### src/rtl/recip_pkg.sv
package recip_pkg;

    typedef enum logic [1:0] {
        ST_IDLE   = 2'd0,
        ST_DIV_HI = 2'd1,
        ST_DIV_LO = 2'd2,
        ST_DONE   = 2'd3
    } recip_state_t;

endpackage

### src/rtl/recip_divider.sv
// Restoring shift-subtract divider: 2W-bit dividend {hi, lo} by W-bit divisor.
// Precondition: hi < divisor, so quotient fits W bits. One quotient bit per cycle.
module recip_divider #(
    parameter int W = 32
) (
    input  logic         clk,
    input  logic         rst_n,
    input  logic         ld,
    input  logic [W-1:0] dvd_hi,
    input  logic [W-1:0] dvd_lo,
    input  logic [W-1:0] dvsr,
    output logic         fin,
    output logic [W-1:0] quo,
    output logic [W-1:0] rem
);
    localparam int CW = $clog2(W + 1);

    logic [W-1:0]  rem_q;
    logic [W-1:0]  acc_q;
    logic [W-1:0]  dvsr_q;
    logic [CW-1:0] cnt_q;
    logic          run_q;
    logic          fin_q;

    logic [W:0]    shifted;
    logic [W:0]    diff;
    logic          ge;
    logic [W-1:0]  next_rem;
    logic [W-1:0]  next_acc;

    always_comb begin
        shifted  = {rem_q, acc_q[W-1]};
        diff     = shifted - {1'b0, dvsr_q};
        ge       = shifted >= {1'b0, dvsr_q};
        next_rem = ge ? diff[W-1:0] : shifted[W-1:0];
        next_acc = {acc_q[W-2:0], ge};
    end

    always_ff @(posedge clk or negedge rst_n) begin
        if (!rst_n) begin
            rem_q  <= '0;
            acc_q  <= '0;
            dvsr_q <= '0;
            cnt_q  <= '0;
            run_q  <= 1'b0;
            fin_q  <= 1'b0;
        end else begin
            fin_q <= 1'b0;
            if (ld) begin
                rem_q  <= dvd_hi;
                acc_q  <= dvd_lo;
                dvsr_q <= dvsr;
                cnt_q  <= CW'(W);
                run_q  <= 1'b1;
            end else if (run_q) begin
                rem_q <= next_rem;
                acc_q <= next_acc;
                cnt_q <= cnt_q - CW'(1);
                if (cnt_q == CW'(1)) begin
                    run_q <= 1'b0;
                    fin_q <= 1'b1;
                end
            end
        end
    end

    assign fin = fin_q;
    assign quo = acc_q;
    assign rem = rem_q;

endmodule

### src/rtl/recip_cache.sv
// Single-entry store of the last fully computed divisor and its reciprocal.
module recip_cache #(
    parameter int W = 32
) (
    input  logic         clk,
    input  logic         rst_n,
    input  logic         wr_en,
    input  logic [W-1:0] wr_key,
    input  logic [W-1:0] wr_hi,
    input  logic [W-1:0] wr_lo,
    input  logic [W-1:0] look_key,
    output logic         hit,
    output logic [W-1:0] rd_hi,
    output logic [W-1:0] rd_lo
);
    logic         valid_q;
    logic [W-1:0] key_q;
    logic [W-1:0] hi_q;
    logic [W-1:0] lo_q;

    always_ff @(posedge clk or negedge rst_n) begin
        if (!rst_n) begin
            valid_q <= 1'b0;
            key_q   <= '0;
            hi_q    <= '0;
            lo_q    <= '0;
        end else if (wr_en) begin
            valid_q <= 1'b1;
            key_q   <= wr_key;
            hi_q    <= wr_hi;
            lo_q    <= wr_lo;
        end
    end

    assign hit   = valid_q && (key_q == look_key);
    assign rd_hi = hi_q;
    assign rd_lo = lo_q;

endmodule

### src/rtl/recip_gen.sv
module recip_gen
    import recip_pkg::*;
#(
    parameter int W = 32
) (
    input  logic         clk,
    input  logic         rst_n,
    input  logic         start,
    input  logic [W-1:0] divisor,
    output logic         busy,
    output logic         done,
    output logic [W-1:0] recip_hi,
    output logic [W-1:0] recip_lo,
    output logic         div_zero,
    output logic         unity
);
    recip_state_t state_q, state_d;

    logic [W-1:0] d_q;
    logic [W-1:0] ch_q;
    logic         is_zero, is_one, special;
    logic         accept;
    logic         hit;
    logic [W-1:0] rd_hi, rd_lo;

    logic         div_ld;
    logic [W-1:0] div_hi_in, div_lo_in, div_dvsr_in;
    logic         div_fin;
    logic [W-1:0] div_quo, div_rem;
    logic         cache_wr;

    assign is_zero = (divisor == '0);
    assign is_one  = (divisor == W'(1));
    assign special = is_zero || is_one;
    assign accept  = (state_q == ST_IDLE) && start;

    // first division: {1, 0} / d ; second: {r, d-1} / d
    always_comb begin
        div_ld      = 1'b0;
        div_hi_in   = W'(1);
        div_lo_in   = '0;
        div_dvsr_in = divisor;
        if (state_q == ST_IDLE) begin
            div_ld = accept && !special && !hit;
        end else begin
            div_ld      = (state_q == ST_DIV_HI) && div_fin;
            div_hi_in   = div_rem;
            div_lo_in   = d_q - W'(1);
            div_dvsr_in = d_q;
        end
    end

    recip_divider #(.W(W)) u_div (
        .clk    (clk),
        .rst_n  (rst_n),
        .ld     (div_ld),
        .dvd_hi (div_hi_in),
        .dvd_lo (div_lo_in),
        .dvsr   (div_dvsr_in),
        .fin    (div_fin),
        .quo    (div_quo),
        .rem    (div_rem)
    );

    assign cache_wr = (state_q == ST_DIV_LO) && div_fin;

    recip_cache #(.W(W)) u_cache (
        .clk      (clk),
        .rst_n    (rst_n),
        .wr_en    (cache_wr),
        .wr_key   (d_q),
        .wr_hi    (ch_q),
        .wr_lo    (div_quo),
        .look_key (divisor),
        .hit      (hit),
        .rd_hi    (rd_hi),
        .rd_lo    (rd_lo)
    );

    // state register
    always_ff @(posedge clk or negedge rst_n) begin
        if (!rst_n) state_q <= ST_IDLE;
        else        state_q <= state_d;
    end

    // next-state logic
    always_comb begin
        state_d = state_q;
        unique case (state_q)
            ST_IDLE: begin
                if (start) begin
                    if (special || hit) state_d = ST_DONE;
                    else                state_d = ST_DIV_HI;
                end
            end
            ST_DIV_HI: if (div_fin) state_d = ST_DIV_LO;
            ST_DIV_LO: if (div_fin) state_d = ST_DONE;
            ST_DONE:   state_d = ST_IDLE;
            default:   state_d = ST_IDLE;
        endcase
    end

    // output and datapath registers
    always_ff @(posedge clk or negedge rst_n) begin
        if (!rst_n) begin
            d_q      <= '0;
            ch_q     <= '0;
            recip_hi <= '0;
            recip_lo <= '0;
            div_zero <= 1'b0;
            unity    <= 1'b0;
        end else begin
            unique case (state_q)
                ST_IDLE: begin
                    if (start) begin
                        d_q <= divisor;
                        if (special) begin
                            recip_hi <= '0;
                            recip_lo <= '0;
                            div_zero <= is_zero;
                            unity    <= is_one;
                        end else if (hit) begin
                            recip_hi <= rd_hi;
                            recip_lo <= rd_lo;
                            div_zero <= 1'b0;
                            unity    <= 1'b0;
                        end
                    end
                end
                ST_DIV_HI: begin
                    if (div_fin) ch_q <= div_quo;
                end
                ST_DIV_LO: begin
                    if (div_fin) begin
                        recip_hi <= ch_q;
                        recip_lo <= div_quo;
                        div_zero <= 1'b0;
                        unity    <= 1'b0;
                    end
                end
                ST_DONE: ;
                default: ;
            endcase
        end
    end

    assign busy = (state_q != ST_IDLE);
    assign done = (state_q == ST_DONE);

endmodule

### config.mk
export PLATFORM = sky130hd
export DESIGN_NAME = recip_gen
export DESIGN_NICKNAME = d
export VERILOG_FILES = /design/src/rtl/recip_pkg.sv /design/src/rtl/recip_divider.sv /design/src/rtl/recip_cache.sv /design/src/rtl/recip_gen.sv
export SDC_FILE = /design/constraint.sdc
export NUM_CORES = 1
export LEC_CHECK = 0
export BUFFER_PORTS_ARGS = -buffer_cell sky130_fd_sc_hd__clkbuf_2
export CAP_MARGIN = 20
export CORE_ASPECT_RATIO = 1.25
export CORE_UTILIZATION = 40
export DETAILED_ROUTE_END_ITERATION = 16
export HOLD_SLACK_MARGIN = 0.1
export PLACE_DENSITY = 0.64
export RECOVER_POWER = 100
export SYNTH_ARGS = -nofsm -noshare
export SYNTH_HDL_FRONTEND = slang
export SYNTH_HIERARCHICAL = 1
export SYNTH_SLANG_ARGS = --single-unit
### constraint.sdc
create_clock -name clk -period 6.9 [get_ports clk]
set_clock_uncertainty 0.2 [all_clocks]
set_input_delay 0.345 -clock clk [delete_from_list [all_inputs] [get_ports clk]]
set_output_delay 0.345 -clock clk [all_outputs]
set_load 0.005 [all_outputs]
==> results of run 1 <==
## per-layer routing
layer  routed length, um  vias to the layer above  part of all wire  GRT usage
li1                    -                     5871                 -          -
met1               18900                     6111              0.44      0.247
met3                1480                       73             0.035     0.0255
met2               20800                      242              0.49      0.318
met4                1320                        4             0.031     0.0670
met5                  23                        -           0.00054          0
## timing repair
item                      in CTS  in global routing
gates resized for setup        0                  0
hold endpoints to repair     151                  0
hold buffers                  33                  0
## cells in the final DEF, fill, tap and decap left out, types with 37 or more instances in the layout
cell type	instances
a21oi_1	57
a22o_1	65
clkbuf_1	43
clkbuf_16	37
clkbuf_2	68
dfrtp_1	332
ha_1	38
inv_1	48
mux2_2	253
mux2i_1	51
nand2_1	108
nor2_1	71
nor2b_1	41
o21ai_0	95
xnor2_1	38
xor2_1	46
## power by group
group          leakage (nW)  switching [W]  internal, W
logic                  4.38        0.00250      0.00211
registers              4.37       0.000653      0.00264
clock network         0.578       0.000789      0.00112
## registers in the layout, summed over array words and instances, names as in the netlist
signal and cells:
u_cache/rd_hi 32, u_cache/valid_q 1, u_div/run_q 1, d_q 32, recip_lo 32, div_zero 1, state_q 2, u_div/cnt_q 6
u_div/fin 1, recip_hi 32, ch_q 32, u_cache/rd_lo 32, u_div/dvsr_q 32, u_div/rem 32, u_div/quo 32, u_cache/key_q 32
unity 1
## area by class of cell
class	instances	area, um^2
antenna	3	7.51
clock buffer	50	1020
clock inverter	16	143
fill	4056	23300
inverter	48	180
multi-input combinational	1104	8720
sequential	333	8340
tap	565	707
timing repair buffer	147	917
## cell usage after synthesis (all sizes together), types with 38 or more instances
library cell	number
xnor2	38
buf	38
clkbuf	58
o21ai	96
inv	48
xor2	46
a22o	65
a21oi	57
ha	39
mux2	258
mux2i	51
nor2b	42
dfrtp	333
nand2	108
nor2	71
## worst max-delay path: stages (launching register included)
cell and delay (ps):
dfrtp_1 410, inv_1 130, ha_1 160, buf_4 620, and2_0 1960, buf_4 940, mux2_2 420
## worst max path at each step
stage | start | to | slack (ps)
2_1_floorplan | u_div/quo[31] | u_div/rem[16] | 3840
3_3_place_gp | divisor[22] | u_div/rem[30] | 3060
3_5_place_dp | divisor[14] | u_div/rem[30] | 2960
4_1_cts | divisor[22] | u_div/rem[30] | 2930
5_1_grt | state_q[0] | u_cache/rd_lo[14] | 1590
6_report | state_q[0] | u_cache/rd_hi[16] | 1900
## logic make-up after synthesis
logic type,synth area share
buffers and inverters,0.0364
xor gates and xnor gates,0.0416
muxes,0.193
AOI/OAI and AO/OA,0.122
DFF,0.472
adders and majority gates,0.0288
and+or+nand+nor,0.107
## per-stage QoR
step | hold slack (ps) | utilization | setup slack (ps) | cells
final | 228 | 0.463 | 1900 | 2266
after CTS | 209 | 0.465 | 2930 | 2263
after global placement | 213 | 0.430 | 3060 | 2164
after global routing | 265 | 0.463 | 1590 | 2264
after floorplan | -151 | - | 3840 | 1581
after detailed placement | 230 | 0.430 | 2960 | 2164
==> flow_summary.yaml, run 1 <==
outcome:
  outcome: "complete, but fails checks"
  violations: "max-capacitance violations, max-slew violations"
logic_synthesis:
  synth_area_um2: 17700
  syn-num-nets: 1656
  synthArstFlopShare: 1.00
  synth_edf_count: 0
  syn_avg_cell_area_um2: 11.2
  synth_cell_type_count: 78
  synth_seq_cells: 333
  ys.warnings.count: 6
  seq_area_frac_synth: 0.472
  synth.area.top_cells: "dfrtp_1 (47%), mux2_2 (16%), a22o_1 (3.2%)"
  synth_cells: 1581
  ys.flop_type: "dfrtp_1"
  synth_top_area_frac: 0.472
  yosys.area.top_type: "dfrtp_1"
place:
  dpl_cell_area_um2: 18600
  dp_hpwl_mm: 28.8
  io_buffers: 102
  gp_congestion: 0.948
clocking:
  cts_setup_buffers: 0
  clk_latency_ps: 530
  cts_tree: "done"
  cts_htree_levels: 2
  clk_pin_slew_ps: 60
  clock-sinks: 333
  cts_buffer_depth: 3
  numCtsBuffers: 36
  cts_root_buffer: "clkbuf_16"
power_and_ir_drop:
  p_leak_nw: 9.32
  power_density_nw_per_um2: 490
  finalPower_w: 0.00981
  ir_worst_vdd_mv: 0.200
global_route:
  grt_antenna_before_repair: 4
  grt.overflow.total: 0
  grt_pass1_vias: 12300
  grt_pass1_wl_mm: 68.4
  grt_max_degree: 200
  grtUsageTotal: 0.189
timing:
  setup_violations: 0
  final.period_utilization: 0.724
  max_slew_margin: -0.699
  fin_setup_tns_ps: 0
  fmax_mhz: 200
  finalMaxSlewViolations: 104
  tightest_slew_ps: 2550
  hold_violations: 0
  layout_min_cycle_time_ps: 5000
  rsz0062_at_grt: "no"
floorplan:
  dieArea_um2: 45000
  initial_utilization: 0.408
  die_x_um: 190
  die_y_um: 237
  rows: 85
  core_um2: 43300
  io_pins: 103
run:
  drv_cap: 3
worst_setup_path:
  rr_worst_depth: 6
  end_kind: "flop"
  reg2reg_to: "u_cache/rd_hi[16]"
  critPathLaunchType: "flop"
  worstPathRequired_ps: 7100
  regToRegStartpoint: "state_q[0]"
  crit_path_max_fanout: 71
  arrival_ps: 5200
  path_class: "flop to flop"
  r2r_slack_ps: 1900
cells_and_area:
  nets: 1745
  syn_to_final_growth_pct: 13.4
  drive_gt1_frac: 0.248
  layout.cell_area.non_filler_um2: 20000
routing:
  drt-initial-drc-count: 573
  finalWirelength_mm: 42.5
  vias_per_cell: 5.43
  routed-via-count: 12300
  first_pass_iters: 5
  postRouteAntennaNets: 0
  route.detailed.drc: 0
  routedWlPerCell_um: 18.7
hold_path:
  holdCritPathClass: "input port to asynchronous set/reset pin"
Note: power is estimated with default switching activity, not from simulation.
==> inputs of run 2 (changes only) <==
PLACE_DENSITY = 0.66   (was 0.64)
clock period = 4.1 ns   (was 6.9 ns; I/O delays follow)
==> run 2 against run 1 <==
  * The run still ends with max-capacitance violations, max-slew violations left
  * Combinational power is 69% higher
  * Sequential power increased by 68%
  * Sequential share of layout area decreased by 0.19 points
  * Wire length down 0.91%
==> flow_summary.yaml, run 2 (same netlist as run 1, synthesis figures left out) <==
timing:
  setup_ws_ps: 480
  whs_ps: 106
  hold_violations: 0
  fmax_mhz: 276
  tightest_slew_ps: 2070
  finalMaxSlewViolations: 198
  layout_min_cycle_time_ps: 3620
  setup_violations: 0
  final.period_utilization: 0.883
  rsz0062_at_grt: "no"
  fin_setup_tns_ps: 0
  max_slew_margin: -0.380
routing:
  routed-via-count: 12400
  finalWirelength_mm: 42.1
  route.detailed.drc: 0
  first_pass_iters: 5
  met1_length_mm: 18.1
  routedWlPerCell_um: 18.5
  wl_met3_mm: 1.30
  vias_per_cell: 5.45
  routed.top_layer: "met5"
  postRouteAntennaNets: 0
  wl_met2_mm: 21.2
  drt-initial-drc-count: 662
global_route:
  grt_pass1_wl_mm: 69.3
  grt.overflow.total: 0
  grt_antenna_before_repair: 1
  grt_max_degree: 168
  grt_pass1_vias: 13000
  grtUsageTotal: 0.190
floorplan:
  io_pins: 103
  die_y_um: 237
  die_x_um: 190
  initial_utilization: 0.408
  core_um2: 43300
  rows: 85
  dieArea_um2: 45000
power_and_ir_drop:
  p_clk_frac: 0.200
  power_density_nw_per_um2: 828
  switching_share: 0.396
  internal-power_w: 0.0101
  comb_power_share: 0.468
  p_leak_nw: 9.38
  seqPwrFrac: 0.332
  netSwitchingPower_w: 0.00660
  ir_worst_vdd_mv: 0.364
clocking:
  cts_buffer_depth: 3
  cts_tree: "done"
  cts_setup_buffers: 0
  cts_htree_levels: 2
  clock-sinks: 333
  cts_root_buffer: "clkbuf_16"
  numCtsBuffers: 35
  clk_pin_slew_ps: 60
  clk_latency_ps: 530
worst_setup_path:
  crit_family: "buffers and inverters"
  critPathMaxStageDelay_ps: 970
  critPathSlowestCell: "clkbuf_1"
  end_kind: "flop"
  crit_path_max_fanout: 31
  arrival_ps: 3810
  worstPathRequired_ps: 4290
  crit_chain: "dlygate4sd3_1 > clkbuf_2 > xor2_1 > nor4_1 > nand4_1 > nor3_1 > o32ai_1 > clkbuf_1 > nor3b_1 > a21oi_1 > o21ai_0"
  critPathLaunchType: "input port"
  path_class: "input port to flop"
  critPathBufInv: 3
cells_and_area:
  syn_to_final_growth_pct: 13.9
  drive_gt1_frac: 0.249
  final_common_cell: "dfrtp_1"
  nets: 1762
  n_antenna_cell: 0
  final_cells: 2277
  fill_cells: 4007
  final_cell_mix: "dfrtp_1 (332), mux2_2 (254), nand2_1 (108)"
place:
  dp_slack_ps: 697
  io_buffers: 102
  dp_hpwl_mm: 29.1
  dp_cells: 2181
  gp_congestion: 0.887
outcome:
  violations: "max-capacitance violations, max-slew violations"
  outcome: "complete, but fails checks"
hold_path:
  holdCritPathClass: "input port to asynchronous set/reset pin"
run:
  drv_cap: 5
-- run 2: stage by stage --
step | total power, W | util | instance area (um^2)
after floorplan | 0.0113 | - | 17700
after global placement | 0.0132 | 0.433 | 18800
after detailed placement | 0.0134 | 0.433 | 18800
after CTS | 0.0168 | 0.469 | 20300
after global routing | 0.0179 | 0.465 | 20100
final | 0.0167 | 0.465 | 20100
-- run 2: metal layers --
layer / track usage / vias up
met4: 0.0743 / 2
met2: 0.331 / 216
li1: - / 5901
met1: 0.237 / 6197
met3: 0.0239 / 85
met5: 0 / -
-- run 2: final timing paths --
kind,start,slack [ps],depth (start not counted),to
hold reg to reg,u_cache/valid_q,290,1,u_cache/valid_q
setup reg to reg,state_q[0],480,7,recip_lo[20]
min in group clk,u_cache/valid_q,290,1,u_cache/valid_q
setup / recovery,divisor[26],480,11,u_div/rem[15]
max in group asynchronous,rst_n,1380,3,recip_hi[23]
hold / removal,rst_n,110,2,recip_hi[7]
-- run 2: final cells by class --
cell class | instances | area [um^2] | area share
Clock buffer | 48 | 1010 | 0.0504
Sequential cell | 333 | 8340 | 0.414
Clock inverter | 14 | 201 | 0.0100
Multi-Input combinational cell | 1104 | 8680 | 0.432
Inverter | 48 | 180 | 0.00895
Tap cell | 565 | 707 | 0.0351
Timing Repair Buffer | 165 | 1000 | 0.0497
-- run 2: timing repair --
item,4_1_cts,5_1_grt
hold buffers,34,0
resized for setup,0,0
hold endpoints to repair,175,0
-- run 2: worst register-to-register path, cell delays in order (launching register included) --
cell	delay, ps
dfrtp_1	420
inv_1	110
ha_1	170
buf_4	620
o21bai_1	240
o311ai_4	100
buf_2	1120
mux2_2	500
-- run 2: power groups by stage --
stage | Sequential, W | Combinational (W) | Clock, W
after CTS | 0.00553 | 0.00789 | 0.00342
after global placement | 0.00552 | 0.00768 | 0
after detailed placement | 0.00559 | 0.00781 | 0
final | 0.00553 | 0.00779 | 0.00334
after floorplan | 0.00521 | 0.00611 | 0
after global routing | 0.00571 | 0.00867 | 0.00354
